### config.mk
export PLATFORM = sky130hd
export DESIGN_NAME = call_stack_unit
export DESIGN_NICKNAME = d
export VERILOG_FILES = /design/src/rtl/stk_pkg.sv /design/src/rtl/stk_req_arb.sv /design/src/rtl/stk_seq.sv /design/src/rtl/stk_ptr.sv /design/src/rtl/call_stack_unit.sv
export SDC_FILE = /design/constraint.sdc
export NUM_CORES = 1
export LEC_CHECK = 0
export BUFFER_PORTS_ARGS = -buffer_cell sky130_fd_sc_hd__buf_2
export CORE_UTILIZATION = 36
export CTS_CLUSTER_DIAMETER = 200
export DETAILED_ROUTE_END_ITERATION = 10
export GPL_ROUTABILITY_DRIVEN = 0
export RECOVER_POWER = 100
export SETUP_SLACK_MARGIN = 0.4
export SKIP_CTS_REPAIR_TIMING = 1
export SYNTH_ARGS = -nofsm -noshare
export SYNTH_HDL_FRONTEND = slang
export SYNTH_HIERARCHICAL = 1
export SYNTH_SLANG_ARGS = --single-unit
### constraint.sdc
create_clock -name clk -period 8.31 [get_ports clk]
set_clock_uncertainty 0.2 [all_clocks]
set_input_delay 2.493 -clock clk [delete_from_list [all_inputs] [get_ports clk]]
set_output_delay 2.493 -clock clk [all_outputs]
set_load 0.02 [all_outputs]
### src/rtl/stk_pkg.sv
package stk_pkg;

  typedef enum logic [1:0] {
    PH_IDLE = 2'd0,
    PH_ONE  = 2'd1,
    PH_TWO  = 2'd2
  } phase_e;

  typedef enum logic [1:0] {
    OP_PUSH = 2'd0,
    OP_POP  = 2'd1,
    OP_CALL = 2'd2,
    OP_RET  = 2'd3
  } stk_op_e;

  localparam int NUM_REQ = 5;

  function automatic logic op_stores(input stk_op_e op);
    return (op == OP_PUSH) || (op == OP_CALL);
  endfunction

endpackage

### src/rtl/stk_req_arb.sv
module stk_req_arb
  import stk_pkg::*;
(
  input  logic    idle,
  input  logic    push_req,
  input  logic    pop_req,
  input  logic    call_req,
  input  logic    ret_req,
  input  logic    load_req,
  output logic    start,
  output stk_op_e op,
  output logic    load_go,
  output logic    conflict
);

  localparam int CNT_W = $clog2(NUM_REQ + 1);

  logic [NUM_REQ-1:0] req_vec;
  logic [CNT_W-1:0]   req_cnt;
  logic               single;

  assign req_vec = {load_req, ret_req, call_req, pop_req, push_req};

  always_comb begin
    req_cnt = '0;
    for (int i = 0; i < NUM_REQ; i++) begin
      req_cnt = req_cnt + CNT_W'(req_vec[i]);
    end
  end

  assign single   = (req_cnt == CNT_W'(1));
  assign conflict = idle && (req_cnt > CNT_W'(1));
  assign load_go  = idle && single && load_req;
  assign start    = idle && single && !load_req;

  always_comb begin
    if (pop_req)       op = OP_POP;
    else if (call_req) op = OP_CALL;
    else if (ret_req)  op = OP_RET;
    else               op = OP_PUSH;
  end

endmodule

### src/rtl/stk_seq.sv
module stk_seq
  import stk_pkg::*;
#(
  parameter int W = 16
)
(
  input  logic         clk,
  input  logic         rst_n,
  input  logic         start,
  input  stk_op_e      op_in,
  input  logic [W-1:0] wdata_in,
  input  logic         byte_in,
  output logic         busy,
  output logic         sp_dec,
  output logic         sp_inc,
  output logic         mem_we,
  output logic         byte_o,
  output logic [W-1:0] wdata_o,
  output logic         fin_pop,
  output logic         fin_call,
  output logic         fin_ret
);

  phase_e        phase_q, phase_d;
  stk_op_e       op_q;
  logic [W-1:0]  wdata_q;
  logic          byte_q;
  logic          stores;

  always_comb begin
    phase_d = phase_q;
    case (phase_q)
      PH_IDLE: if (start) phase_d = PH_ONE;
      PH_ONE:  phase_d = PH_TWO;
      PH_TWO:  phase_d = PH_IDLE;
      default: phase_d = PH_IDLE;
    endcase
  end

  always_ff @(posedge clk or negedge rst_n) begin
    if (!rst_n) begin
      phase_q <= PH_IDLE;
      op_q    <= OP_PUSH;
      wdata_q <= '0;
      byte_q  <= 1'b0;
    end else begin
      phase_q <= phase_d;
      if (start) begin
        op_q    <= op_in;
        wdata_q <= wdata_in;
        byte_q  <= byte_in;
      end
    end
  end

  assign stores   = op_stores(op_q);
  assign busy     = (phase_q != PH_IDLE);
  assign sp_dec   = (phase_q == PH_ONE) && stores;
  assign sp_inc   = (phase_q == PH_TWO) && !stores;
  assign mem_we   = (phase_q == PH_TWO) && stores;
  assign byte_o   = byte_q;
  assign wdata_o  = wdata_q;
  assign fin_pop  = (phase_q == PH_TWO) && (op_q == OP_POP);
  assign fin_call = (phase_q == PH_TWO) && (op_q == OP_CALL);
  assign fin_ret  = (phase_q == PH_TWO) && (op_q == OP_RET);

endmodule

### src/rtl/stk_ptr.sv
module stk_ptr #(
  parameter int          W     = 16,
  parameter logic [W-1:0] RESET = 16'h0200
)
(
  input  logic         clk,
  input  logic         rst_n,
  input  logic         load_en,
  input  logic [W-1:0] load_val,
  input  logic         dec,
  input  logic         inc,
  output logic [W-1:0] sp,
  output logic         odd_err
);

  localparam int HI_W = W - 1;

  logic [HI_W-1:0] hi_q, hi_d;
  logic            hi_en;
  logic            odd_q;

  always_comb begin
    hi_d  = hi_q;
    hi_en = load_en || dec || inc;
    if (load_en)  hi_d = load_val[W-1:1];
    else if (dec) hi_d = hi_q - HI_W'(1);
    else if (inc) hi_d = hi_q + HI_W'(1);
  end

  always_ff @(posedge clk or negedge rst_n) begin
    if (!rst_n) begin
      hi_q  <= RESET[W-1:1];
      odd_q <= 1'b0;
    end else begin
      if (hi_en) hi_q <= hi_d;
      odd_q <= load_en && load_val[0];
    end
  end

  assign sp      = {hi_q, 1'b0};
  assign odd_err = odd_q;

endmodule

### src/rtl/call_stack_unit.sv
module call_stack_unit
  import stk_pkg::*;
#(
  parameter int           DATA_W   = 16,
  parameter logic [15:0]  SP_RESET = 16'h0200,
  parameter logic [15:0]  PC_RESET = 16'h0000
)
(
  input  logic                  clk,
  input  logic                  rst_n,
  input  logic                  push_req,
  input  logic                  pop_req,
  input  logic                  call_req,
  input  logic                  ret_req,
  input  logic                  load_req,
  input  logic [DATA_W-1:0]     push_data,
  input  logic                  push_byte,
  input  logic [DATA_W-1:0]     load_value,
  input  logic [DATA_W-1:0]     call_target,
  input  logic [DATA_W-1:0]     call_next,
  output logic [DATA_W-1:0]     sp,
  output logic [DATA_W-1:0]     pc,
  output logic                  pc_load,
  output logic [DATA_W-1:0]     pop_data,
  output logic                  pop_valid,
  output logic                  busy,
  output logic                  odd_err,
  output logic                  conflict_err,
  output logic [DATA_W-1:0]     mem_addr,
  output logic [DATA_W-1:0]     mem_wdata,
  output logic                  mem_we,
  output logic [DATA_W/8-1:0]   mem_be,
  input  logic [DATA_W-1:0]     mem_rdata
);

  localparam int BE_W = DATA_W / 8;

  // reset: asynchronous assertion, synchronous release
  logic [1:0] rst_sync_q;
  logic       rst_int_n;

  always_ff @(posedge clk or negedge rst_n) begin
    if (!rst_n) rst_sync_q <= 2'b00;
    else        rst_sync_q <= {rst_sync_q[0], 1'b1};
  end
  assign rst_int_n = rst_sync_q[1];

  logic          start, load_go, conflict;
  stk_op_e       op_sel;
  logic          sp_dec, sp_inc, seq_we, seq_byte;
  logic [DATA_W-1:0] seq_wdata, wdata_sel;
  logic          fin_pop, fin_call, fin_ret;
  logic          byte_sel;

  stk_req_arb u_arb (
    .idle     (!busy),
    .push_req (push_req),
    .pop_req  (pop_req),
    .call_req (call_req),
    .ret_req  (ret_req),
    .load_req (load_req),
    .start    (start),
    .op       (op_sel),
    .load_go  (load_go),
    .conflict (conflict)
  );

  assign wdata_sel = (op_sel == OP_CALL) ? call_next : push_data;
  assign byte_sel  = (op_sel == OP_PUSH) && push_byte;

  stk_seq #(.W(DATA_W)) u_seq (
    .clk      (clk),
    .rst_n    (rst_int_n),
    .start    (start),
    .op_in    (op_sel),
    .wdata_in (wdata_sel),
    .byte_in  (byte_sel),
    .busy     (busy),
    .sp_dec   (sp_dec),
    .sp_inc   (sp_inc),
    .mem_we   (seq_we),
    .byte_o   (seq_byte),
    .wdata_o  (seq_wdata),
    .fin_pop  (fin_pop),
    .fin_call (fin_call),
    .fin_ret  (fin_ret)
  );

  stk_ptr #(.W(DATA_W), .RESET(SP_RESET[DATA_W-1:0])) u_ptr (
    .clk      (clk),
    .rst_n    (rst_int_n),
    .load_en  (load_go),
    .load_val (load_value),
    .dec      (sp_dec),
    .inc      (sp_inc),
    .sp       (sp),
    .odd_err  (odd_err)
  );

  // memory port: address tracks the pointer in every phase
  assign mem_addr  = sp;
  assign mem_wdata = seq_wdata;
  assign mem_we    = seq_we;

  generate
    if (BE_W > 1) begin : g_multi_lane
      assign mem_be = seq_byte ? {{(BE_W-1){1'b0}}, 1'b1} : {BE_W{1'b1}};
    end else begin : g_single_lane
      assign mem_be = 1'b1;
    end
  endgenerate

  // program counter, pop result and error pulse registers
  logic [DATA_W-1:0] pc_q, pc_d, target_q, pop_data_q;
  logic              pc_en, pc_load_q, pop_valid_q, conflict_q;

  always_comb begin
    pc_en = fin_call || fin_ret;
    pc_d  = fin_call ? target_q : mem_rdata;
  end

  always_ff @(posedge clk or negedge rst_int_n) begin
    if (!rst_int_n) begin
      pc_q        <= PC_RESET[DATA_W-1:0];
      target_q    <= '0;
      pop_data_q  <= '0;
      pc_load_q   <= 1'b0;
      pop_valid_q <= 1'b0;
      conflict_q  <= 1'b0;
    end else begin
      if (pc_en) pc_q <= pc_d;
      if (start && (op_sel == OP_CALL)) target_q <= call_target;
      if (fin_pop) pop_data_q <= mem_rdata;
      pc_load_q   <= pc_en;
      pop_valid_q <= fin_pop;
      conflict_q  <= conflict;
    end
  end

  assign pc           = pc_q;
  assign pc_load      = pc_load_q;
  assign pop_data     = pop_data_q;
  assign pop_valid    = pop_valid_q;
  assign conflict_err = conflict_q;

endmodule

* Word-level counts from Yosys, hierarchy flattened
Cells that the tools add are included.
** Storage, ports and cells
- Output and inout port bits :: 88
- Bits in read-only memories :: 0
- Latch bits :: 0
- Memories :: 0
- Flip-flop bits (word level) :: 90
- RAM bits :: 0
** Cells by class
- Add/subtract/negate cells :: 6
- Multiply operators :: 0
- Bitwise logic cells :: 0
- Shift operators :: 0
- Reductions and logical operators :: 26
- Magnitude comparators :: 1
- Div/mod/pow operators :: 0
- Equality and inequality tests :: 8
- Mux-type cells :: 11
** Operator list (count)
- 2-to-1 mux 15 bit :: 3
- 2-to-1 mux 16 bit :: 2
- adder 15 x 1 -> 15 bit (second input constant) :: 1
- subtractor 15 x 1 -> 15 bit (second input constant) :: 1
- logical AND 1 bit :: 13
- 2-to-1 mux 2 bit :: 5
- adder 3 x 1 -> 3 bit :: 3
- == test 2 bit (second input constant) :: 4
- zero test 2 bit :: 3
- == test 2 x 1 -> 1 bit (second input constant) :: 2
- logical OR 1 bit :: 4
- case mux 2 bit (2 select lines) :: 1
- == test 3 x 1 -> 1 bit (second input constant) :: 1
- > comparator 3 x 1 -> 1 bit (second input constant) :: 1
- zero test 1 bit :: 3
- nonzero test 3 bit :: 1
- adder 1 x 1 -> 2 bit :: 1
- != test 2 bit (second input constant) :: 1
- AND reduction 2 bit :: 1
- nonzero test 2 bit :: 1

* Longest topological paths before layout
- Word-level depth :: 10
- Gate-level depth with buffers :: 12
- Depth with buffers taken out :: 10

* Hierarchy
Netlist, hierarchy kept.
** Modules (own cells, without submodules)
- call_stack_unit :: area an instance 2511.2 um2, times used 1, cells each 183, sequential area each 1326.3 um2
- stk_ptr :: area an instance 1341.3 um2, times used 1, cells each 146, sequential area each 401.6 um2
- stk_seq :: area an instance 909.6 um2, times used 1, cells each 51, sequential area each 525.5 um2
- stk_req_arb :: area an instance 143.9 um2, times used 1, cells each 18, sequential area each 0.0 um2

* Least setup slack after synthesis
OpenSTA, ideal clock, no wires.
- Path type :: input port to flip-flop
- Start :: input push_req
- End :: register target_q[10]
- Path slack :: 3.057 ns
- Setup time :: 0.125 ns
- Stages on the path :: 10
- Arrival :: 4.928 ns
- Cell sequence :: ha_1 -> fa_1 -> ha_1 -> inv_1 -> fa_1 -> nand4_1 -> nor2_1 -> nand3b_4 -> buf_6 -> mux2_4
** On the way
- Longest elaborated chain between the ends :: 8
** Ends and longest elaborated chain
- from (decl) :: RTL line call_stack_unit.sv:11 : input logic push_req,
- adder 1 x 1 -> 2 bit :: RTL line stk_req_arb.sv:27 : req_cnt = req_cnt + CNT_W'(req_vec[i]);
- adder 3 x 1 -> 3 bit (3 in a row) :: RTL line stk_req_arb.sv:27
- == test 3 x 1 -> 1 bit :: RTL line stk_req_arb.sv:31 : assign single = (req_cnt == CNT_W'(1));
- logical AND 1 bit (2 in a row) :: RTL line stk_req_arb.sv:34 : assign start = idle && single && !load_req;
- net start :: RTL line call_stack_unit.sv:48 : logic start, load_go, conflict;
- logical AND 1 bit :: RTL line call_stack_unit.sv:132 : if (start && (op_sel == OP_CALL)) target_q <= call_target;
- to (signal assigned) :: RTL line call_stack_unit.sv:132
- to (decl) :: RTL line call_stack_unit.sv:114 : logic [DATA_W-1:0] pc_q, pc_d, target_q, pop_data_q;
The timed path passes the listed nets, and every way through them passes these cells.
A chain may end at the register's enable or synchronous reset.

* Final worst setup path
Ends and elaborated chain as after synthesis.

==> reports/metrics.cfg <==
[synth]
synth_edf_count = 0
synth_largest_area_cell = dfrtp_1
synth_top_area_share = 0.454
synthArstFlopShare = 1.00
synthTopCellsByCount = dfrtp_1, mux2_4, o21ai_0
avgSynthCellArea_um2 = 12.3
ys_types = 52
syn_area_um2 = 4910
synth_most_common_cell = dfrtp_1
ys_seq_elements = 90
yosysWarnings = 6
netlist_top_cells_area = dfrtp_1, mux2_4, mux2_2, ha_1, mux2i_1
ys_seq_area_frac = 0.459
syn_inst = 398
yosys_most_used_dff = dfrtp_1

[critical_path]
crit_fanout = 21
crit_arrival_ps = 6090
crit_chain = buf_2 -> ha_1 -> fa_1 -> ha_1 -> inv_1 -> fa_1 -> nand4_1 -> nor2_2 -> clkbuf_1 -> nand3b_4 -> mux2_1
end_kind = flop
crit_slowest_cell = clkbuf_1
cp_top_family = adder cells
start_kind = input pin
crit_type = in2reg
cpPeakStageDelay_ps = 910
worst-path-buf-inv = 3
critPathRequiredTime_ps = 8330

[finish]
design_area_um2 = 5830
fin_nets = 661
finalNonFillerCells = 734
utilization = 0.440
area_growth_pct = 18.9
diodes = 0
drive_gt1_frac = 0.278

[clock_tree]
cts_made_buffers = 9
root_buffer = clkbuf_16
clk_latency_ps = 340
clock_path_buffers = 2
tritoncts = done
clk_pin_slew_ps = 70
htree_levels = 3
cts_sinks = 90

[timing]
period_share = 0.730
hold_viol_final = 0
slew_viol_final = 62
relSlewSlack = -1.16
tns_ps = 0
period_minus_slack_ps = 6070
fmaxAchievable_mhz = 165
worst_slew_pin_slew_ps = 3230
setup_viol = 0
rsz0062_at_grt = no
worst_slack_ps = 2240

[global_routing]
grt_max_degree = 62
grt_overflow = 0
antenna_found_initial = 0
grt_pass1_wl_um = 17700
groute.usage.overall = 0.160
grt_pass1_vias = 3626

[pwr]
p_per_area_nw_per_um2 = 350
p_leak_nw = 2.59
max-vdd-ir-drop_mv = 0.143

[placed_design]
postPlaceCellArea_um2 = 5790
placement.io_buffers = 172
placed_cells = 718
dp_hpwl_um = 7950
pre_cts_slack_ps = 2530

[route]
ant_nets = 0
dr_wl_met2_um = 5330
wl_per_cell_um = 14.5
dr.pass1.iters = 4
top_layer_used = met4
drtIter0Drc = 86
via_count = 3472
viasPerCell = 4.73
drc = 0
drt-met1-wl_um = 4600
dr_wl_met3_um = 505
wl_um = 10600

[run]
drv_cap = 1

[outcome]
status = finished with violations
violations = capacitance limit, slew limit

[floorplan]
dieHeight_um = 119
start_util = 0.370
core_um2 = 13200
dieArea_um2 = 14100
rows = 42
ios = 176
die_x_um = 119

[worst_hold_path]
hp-class = reg2reg

==> cell type report <==
| type | instances | area (µm²) |
|---|---|---|
| flip-flops and latches | 90 | 2250 |
| multi-input cells | 265 | 2260 |
| inverters | 9 | 33.8 |
| clock inverters | 6 | 48.8 |
| fillers | 1362 | 7410 |
| well taps | 176 | 220 |
| clock buffers | 10 | 239 |
| repair buffers | 178 | 776 |
==> per-layer routing <==
metal | vias up | GRT usage
li1 | 1693 | -
met1 | 1668 | 0.195
met2 | 97 | 0.272
met3 | 14 | 0.0333
met4 | 0 | 0.0672
met5 | - | 0
==> where the power goes <==
part | switching [mW] | internal (mW) | total (mW)
Clock | 0.180 | 0.214 | 0.394
Sequential | 0.136 | 0.636 | 0.772
Combinational | 0.547 | 0.327 | 0.874
==> flip-flops by register name (all words and copies together) (netlist names) <==
register	cells
u_seq/phase_q	2
u_ptr/hi_q	15
u_seq/op_q	2
conflict_err	1
pop_data	16
pc	16
u_seq/wdata_o	16
u_ptr/odd_err	1
rst_sync_q	2
pc_load	1
pop_valid	1
target_q	16
u_seq/byte_o	1
==> cell families (layout without fill, tap and decap cells) <==
group | Yosys count | in the layout | synth area share
adder cells (fa/ha/maj) | 20 | 20 | 0.0556
XOR/XNOR | 12 | 12 | 0.0214
multiplexers | 86 | 86 | 0.223
buffers and inverters | 44 | 203 | 0.0627
other | 2 | 3 | 0.00153
AO/OA/AOI/OAI | 78 | 78 | 0.105
flip-flops | 90 | 90 | 0.459
AND/OR/NAND/NOR | 66 | 66 | 0.0714
==> layout by cell type (no fill, tap or decap), types with 9 or more instances in the layout <==
| cell | instances |
|---|---|
| a21oi_1 | 13 |
| buf_2 | 77 |
| clkbuf_1 | 98 |
| clkbuf_16 | 9 |
| dfrtp_1 | 89 |
| ha_1 | 17 |
| inv_1 | 9 |
| mux2_1 | 29 |
| mux2_2 | 29 |
| mux2_4 | 10 |
| mux2i_1 | 18 |
| nand2_1 | 29 |
| nor2_1 | 12 |
| o21ai_0 | 31 |
==> per-stage QoR <==
stage	hold WS, ps	power (mW)
2_1_floorplan	131	1.51
3_3_place_gp	58.1	1.75
3_5_place_dp	65.9	1.77
4_1_cts	76.1	2.18
5_1_grt	168	2.19
6_report	157	2.04
==> worst paths after layout <==
path / cells after the start / from / to / slack (ps)
hold / removal: 0 / rst_sync_q[0] / rst_sync_q[1] / 160
setup reg to reg: 1 / rst_sync_q[1] / target_q[6] / 4010
setup / recovery: 11 / push_req / target_q[10] / 2240
min in group asynchronous: 0 / rst_sync_q[1] / u_seq/wdata_o[11] / 280
max in group asynchronous: 1 / rst_sync_q[1] / target_q[6] / 4010
hold reg to reg: 0 / rst_sync_q[0] / rst_sync_q[1] / 160
(Power assumes the default switching activity.)
